--- config.mk ---
export PLATFORM = sky130hd
export DESIGN_NAME = sp_promote_mon
export DESIGN_NICKNAME = d
export VERILOG_FILES = /design/src/rtl/sp_mon_pkg.sv /design/src/rtl/sp_alloc_ptr.sv /design/src/rtl/sp_group_slot.sv /design/src/rtl/sp_issue_arb.sv /design/src/rtl/sp_promote_mon.sv
export SDC_FILE = /design/constraint.sdc
export NUM_CORES = 1
export LEC_CHECK = 0
export BUFFER_PORTS_ARGS = -buffer_cell sky130_fd_sc_hd__buf_2
export CORE_ASPECT_RATIO = 0.5
export CORE_MARGIN = 5
export CORE_UTILIZATION = 40
export DETAILED_ROUTE_END_ITERATION = 16
export PLACE_DENSITY = 0.67
export SLEW_MARGIN = 25
export SYNTH_ARGS = -nofsm -noshare
export SYNTH_HDL_FRONTEND = slang
export SYNTH_SLANG_ARGS = --single-unit
export TNS_END_PERCENT = 100
--- constraint.sdc ---
create_clock -name clk -period 7 [get_ports clk]
set_input_delay 2.1 -clock clk [delete_from_list [all_inputs] [get_ports clk]]
set_output_delay 2.1 -clock clk [all_outputs]
set_load 0.01 [all_outputs]
--- src/rtl/sp_mon_pkg.sv ---
package sp_mon_pkg;

   // Life of one tracking slot.
   typedef enum logic [1:0] {
      SL_FREE  = 2'd0,   // holds no group
      SL_TRACK = 2'd1,   // counting misses
      SL_READY = 2'd2,   // reached the cost, waiting to be offered
      SL_DONE  = 2'd3    // offered once, stays silent
   } slot_st_e;

   // Sixteen base pages per group.
   localparam int unsigned GRP_PAGES_LOG2 = 4;

endpackage

--- src/rtl/sp_alloc_ptr.sv ---
module sp_alloc_ptr #(
   parameter int unsigned SLOTS = 8,
   parameter int unsigned SW    = 3
) (
   input  logic          clk,
   input  logic          rst_n,
   input  logic          clear,
   input  logic          adv,
   output logic [SW-1:0] ptr
);

   generate
      if ((SLOTS & (SLOTS - 1)) == 0) begin : g_pow2
         always_ff @(posedge clk or negedge rst_n) begin
            if (!rst_n)     ptr <= '0;
            else if (clear) ptr <= '0;
            else if (adv)   ptr <= ptr + 1'b1;
         end
      end else begin : g_mod
         always_ff @(posedge clk or negedge rst_n) begin
            if (!rst_n)     ptr <= '0;
            else if (clear) ptr <= '0;
            else if (adv)   ptr <= (ptr == SW'(SLOTS - 1)) ? '0 : ptr + 1'b1;
         end
      end
   endgenerate

endmodule

--- src/rtl/sp_group_slot.sv ---
module sp_group_slot
   import sp_mon_pkg::*;
#(
   parameter int unsigned GRP_W = 8,
   parameter int unsigned CNT_W = 4
) (
   input  logic             clk,
   input  logic             rst_n,
   input  logic             clear,
   input  logic             miss_valid,
   input  logic [GRP_W-1:0] miss_grp,
   input  logic [CNT_W-1:0] cost,
   input  logic             alloc,
   input  logic             issue,
   output logic             hit,
   output logic             ready,
   output logic [GRP_W-1:0] tag
);

   slot_st_e         st;
   logic [CNT_W-1:0] cnt;
   logic [CNT_W-1:0] cnt_nxt;
   logic             count_en;

   assign hit      = miss_valid && (st != SL_FREE) && (tag == miss_grp);
   assign ready    = (st == SL_READY);
   assign count_en = hit && (st == SL_TRACK);
   // In TRACK the count is below the cost, so one more always fits.
   assign cnt_nxt  = cnt + 1'b1;

   always_ff @(posedge clk or negedge rst_n) begin
      if (!rst_n) begin
         st  <= SL_FREE;
         cnt <= '0;
         tag <= '0;
      end else if (clear) begin
         st  <= SL_FREE;
         cnt <= '0;
      end else if (alloc) begin
         tag <= miss_grp;
         cnt <= CNT_W'(1);
         st  <= (cost <= CNT_W'(1)) ? SL_READY : SL_TRACK;
      end else if (issue) begin
         st  <= SL_DONE;
      end else if (count_en) begin
         cnt <= cnt_nxt;
         if (cnt_nxt >= cost) st <= SL_READY;
      end
   end

endmodule

--- src/rtl/sp_issue_arb.sv ---
module sp_issue_arb #(
   parameter int unsigned SLOTS = 8,
   parameter int unsigned SW    = 3
) (
   input  logic [SLOTS-1:0] ready_vec,
   output logic             any_ready,
   output logic [SW-1:0]    sel_idx,
   output logic [SLOTS-1:0] sel_oh
);

   logic found;

   assign any_ready = |ready_vec;

   // Lowest slot first.
   always_comb begin
      found   = 1'b0;
      sel_idx = '0;
      sel_oh  = '0;
      for (int i = 0; i < int'(SLOTS); i++) begin
         if (ready_vec[i] && !found) begin
            found     = 1'b1;
            sel_idx   = SW'(i);
            sel_oh[i] = 1'b1;
         end
      end
   end

endmodule

--- src/rtl/sp_promote_mon.sv ---
module sp_promote_mon
   import sp_mon_pkg::*;
#(
   parameter int unsigned VPN_W = 20,
   parameter int unsigned CNT_W = 8,
   parameter int unsigned SLOTS = 8
) (
   input  logic                              clk,
   input  logic                              rst_n,
   input  logic                              clear,
   input  logic                              miss_valid,
   input  logic [VPN_W-1:0]                  miss_vpn,
   input  logic [CNT_W-1:0]                  copy_cost,
   output logic                              req_valid,
   output logic [VPN_W-GRP_PAGES_LOG2-1:0]   req_group,
   input  logic                              req_ack
);

   localparam int unsigned GRP_W = VPN_W - GRP_PAGES_LOG2;
   localparam int unsigned SW    = (SLOTS > 1) ? $clog2(SLOTS) : 1;

   generate
      if (VPN_W <= GRP_PAGES_LOG2) begin : g_bad_vpn
         $error("VPN_W must exceed the group offset width");
      end
      if (SLOTS < 2) begin : g_bad_slots
         $error("SLOTS must be at least 2");
      end
      if (CNT_W < 1) begin : g_bad_cnt
         $error("CNT_W must be at least 1");
      end
   endgenerate

   logic [GRP_W-1:0] miss_grp;
   logic [SLOTS-1:0] hit_vec;
   logic [SLOTS-1:0] ready_vec;
   logic [SLOTS-1:0] alloc_vec;
   logic [SLOTS-1:0] issue_vec;
   logic [SLOTS-1:0] sel_oh;
   logic [GRP_W-1:0] tag_arr [SLOTS];
   logic [SW-1:0]    victim;
   logic [SW-1:0]    sel_idx;
   logic             any_hit;
   logic             any_ready;
   logic             do_alloc;
   logic             take;

   assign miss_grp = miss_vpn[VPN_W-1:GRP_PAGES_LOG2];
   assign any_hit  = |hit_vec;
   assign do_alloc = miss_valid && !any_hit && !clear;
   assign take     = any_ready && (!req_valid || req_ack) && !clear;

   sp_alloc_ptr #(.SLOTS(SLOTS), .SW(SW)) u_ptr (
      .clk   (clk),
      .rst_n (rst_n),
      .clear (clear),
      .adv   (do_alloc),
      .ptr   (victim)
   );

   generate
      for (genvar s = 0; s < int'(SLOTS); s++) begin : g_slot
         assign alloc_vec[s] = do_alloc && (victim == SW'(s));
         assign issue_vec[s] = take && sel_oh[s];

         sp_group_slot #(.GRP_W(GRP_W), .CNT_W(CNT_W)) u_slot (
            .clk        (clk),
            .rst_n      (rst_n),
            .clear      (clear),
            .miss_valid (miss_valid),
            .miss_grp   (miss_grp),
            .cost       (copy_cost),
            .alloc      (alloc_vec[s]),
            .issue      (issue_vec[s]),
            .hit        (hit_vec[s]),
            .ready      (ready_vec[s]),
            .tag        (tag_arr[s])
         );
      end
   endgenerate

   sp_issue_arb #(.SLOTS(SLOTS), .SW(SW)) u_arb (
      .ready_vec (ready_vec),
      .any_ready (any_ready),
      .sel_idx   (sel_idx),
      .sel_oh    (sel_oh)
   );

   always_ff @(posedge clk or negedge rst_n) begin
      if (!rst_n) begin
         req_valid <= 1'b0;
         req_group <= '0;
      end else if (clear) begin
         req_valid <= 1'b0;
      end else if (take) begin
         req_valid <= 1'b1;
         req_group <= tag_arr[sel_idx];
      end else if (req_ack) begin
         req_valid <= 1'b0;
      end
   end

endmodule

==> qor.yml <==
status: "finished clean"
critPathCaptureType: "register"
grtUsageTotal_pct: 18.1
slew_headroom_pct: 34.5
clk_path_buf_depth: 3
synth.cell_area_um2: 14100
drt_iter0_markers: 692
cp_max_fo: 16
vias: 9860
final_hold_viol_count: 0
start_util_pct: 40.8
cts_hold_buf: 0
grt_max_degree: 115
nets: 1396
synth_top_flop_cell: "dfrtp_1"
numCtsBuffers: 26
min_period_ns: 5.03
cts_resized: 0
dieArea_um2: 39400
area_delta_synth_final_pct: 10.1
async_reset_ff_share_pct: 100
setup_viol: 0
cts-root-buf: "clkbuf_16"
drt-met1-wl_um: 15500
slew_violations: 0
finalSetupTns_ns: 0
post-cts-setup-buffer-count: 0
grt_pass1_vias: 10292
syn_inst: 1275
whs_ns: 0.514
crit_required_ns: 7.44
fmax_mhz: 199
fin_crit_sh_pct: 71.9
core_area_um2: 34700
cpPeakStageDelay_ns: 0.68
cpMaxStageDelayCell: "nor4_1"
synth_top_area_share_pct: 40.4
power.density_nw_per_um2: 260
crit_type: "input pin to register"
wl_met2_um: 16900
fp.dieW_um: 276
ant_nets: 0
clk_pin_slew_ns: 0.06
final_common_cell: "dfrtp_1"
worstSetupStartpointType: "input pin"
synth_area_leaders: "dfrtp_1 40%, xor2_1 8.4%, mux2_2 7.4%, ha_1 6.9%, xnor2_1 5.1%"
ys_ff_latch: 228
timing.critical_path.mode_cell: "nand4_1"
syn_nets: 1386
wire_per_inst_um: 19.9
worstHoldPathType: "register to register"
first_pass_iters: 5
highest_layer: "met4"
grt_overflow: 0
final_layout_size_suffix_gt1_share_pct: 18.2
tightest_slew_ns: 0.982
synth-edff-count: 0
wl_met3_um: 1690
syn-mean-instance-area_um2: 11.1
clk_latency_ns: 0.54
totalWireLength_um: 35400
yosys.area.top_type: "dfrtp_1"
skew_ns: 0.0284
cap_viol_max_count: 0
remaining_drc_errors: 0
avgViaCountPerCell: 5.54
numPortBuffers: 45
crit_chain: "buf_2, xor2_1, nor4_1, nand4_1, o22ai_1, nor4_4, nand4_1, buf_4, nand2b_1, nor2_1"
tritoncts: "built"
yosys_warnings: 0
row_count: 48
antenna_found_initial: 0
antenna-diode-count: 0
grt_pass1_wl_um: 57400
place_hpwl_um: 24700
ys_seq_area_share_pct: 40.4
routabilityCongestion: 0.870
final_cell_mix: "228 x dfrtp_1, 136 x xor2_1, 93 x mux2_2"
rsz0062_at_grt: "false"
synth.distinct_cells: 66
cts.sinks: 228
ir_drop_v: 0.000187
worstPathArrival_ns: 5.47
cts_max_level: 1
die_h_um: 143
power.leakage_nw: 7.04
boundaryPins: 50
reg2reg_slack_ns: 3.39
## registers in the layout, summed over array words and instances, names as in the netlist
signal	flops
g_slot.u_slot.cnt	64
g_slot.u_slot.st	16
g_slot.u_slot.tag	128
req_group	16
req_valid	1
u_ptr.ptr	3
## per-layer routing
metal  up-vias  track usage, %
met2       259            30.8
met1      4939            23.6
li1       4575               -
met4         0            6.77
met3        87            2.69
met5         -               0
## critical path: cells and delay by family
family | cells | cell delay (ns)
AO/OA/AOI/OAI | 1 | 0.35
XOR/XNOR | 1 | 0.12
buffers and inverters | 2 | 0.70
AND/OR/NAND/NOR | 6 | 2.18
## cells by family (layout without fill, tap and decap cells)
| kind of cell | Yosys count | after routing | share of synthesized area, % |
|---|---|---|---|
| compound gates | 161 | 161 | 7.89 |
| mux | 182 | 182 | 15.7 |
| fa+ha+maj | 78 | 78 | 6.91 |
| flops | 228 | 228 | 40.4 |
| xor+xnor | 218 | 218 | 13.5 |
| buf+inv | 96 | 126 | 3.68 |
| simple gates | 312 | 312 | 11.9 |
## power breakdown
part	switching, W	internal, W
clock network	0.000569	0.000908
logic	0.000401	0.000409
registers	0.000209	0.00155
total	0.00118	0.00286
## path summary, 6_finish.rpt
check,end,from,cells after the start
setup / recovery,g_slot[1].u_slot.cnt[6]$_DFFE_PN0P_,miss_vpn[19],10
hold / removal,req_group[3]$_DFFE_PN0P_,req_group[3]$_DFFE_PN0P_,1
setup reg to reg,g_slot[1].u_slot.cnt[6]$_DFFE_PN0P_,g_slot[0].u_slot.tag[15]$_DFFE_PN0P_,9
hold reg to reg,req_group[3]$_DFFE_PN0P_,req_group[3]$_DFFE_PN0P_,1
max in group asynchronous,g_slot[6].u_slot.tag[11]$_DFFE_PN0P_,rst_n,2
min in group asynchronous,g_slot[0].u_slot.tag[13]$_DFFE_PN0P_,rst_n,1
## cell type report
cell class	instances	area [um2]
Clock inverter	11	175
Fill cell	3187	19100
Sequential cell	228	5710
Clock buffer	37	762
Timing Repair Buffer	59	340
Multi-Input combinational cell	951	7900
Tap cell	475	594
Inverter	19	71.3
## synth_stat cells (all sizes together) (2+ instances only)
cell and count:
o21bai 5, a211o 2, nor4 29, o211ai 3
a41oi 2, a21oi 38, mux4 16, a211oi 11
inv 19, xnor2 82, nor3b 2, and2 3
a311oi 2, a31oi 5, o21a 5, ha 78
clkbuf 19, and2b 2, a2111oi 3, o21ai 25
nand4b 2, nor2 66, a22o 4, nand3 35
o2111ai 6, dfrtp 228, mux2i 38, or2 4
buf 58, and3 15, nor2b 12, mux2 128
nand2b 23, a221o 16, and4 2, nor3 20
nand4 12, or3 3, nand3b 12, o22ai 18
a21o 11, xor2 136, nand2 67
## per-stage QoR
| step | worst slack, ns | cells | area (um2) | power (W) | utilization [%] |
|---|---|---|---|---|---|
| CTS | 1.92 | 1780 | 15500 | 0.00407 | 44.9 |
| detailed placement | 1.40 | 1732 | 14600 | 0.00259 | 42.2 |
| finish | 1.97 | 1780 | 15500 | 0.00404 | 44.9 |
| global placement | 1.43 | 1732 | 14600 | 0.00255 | 42.2 |
| global route | 1.75 | 1780 | 15500 | 0.00423 | 44.9 |
| floorplan | 2.75 | 1275 | 14100 | 0.00229 | - |
No activity file was read; power rests on OpenSTA's default activity.
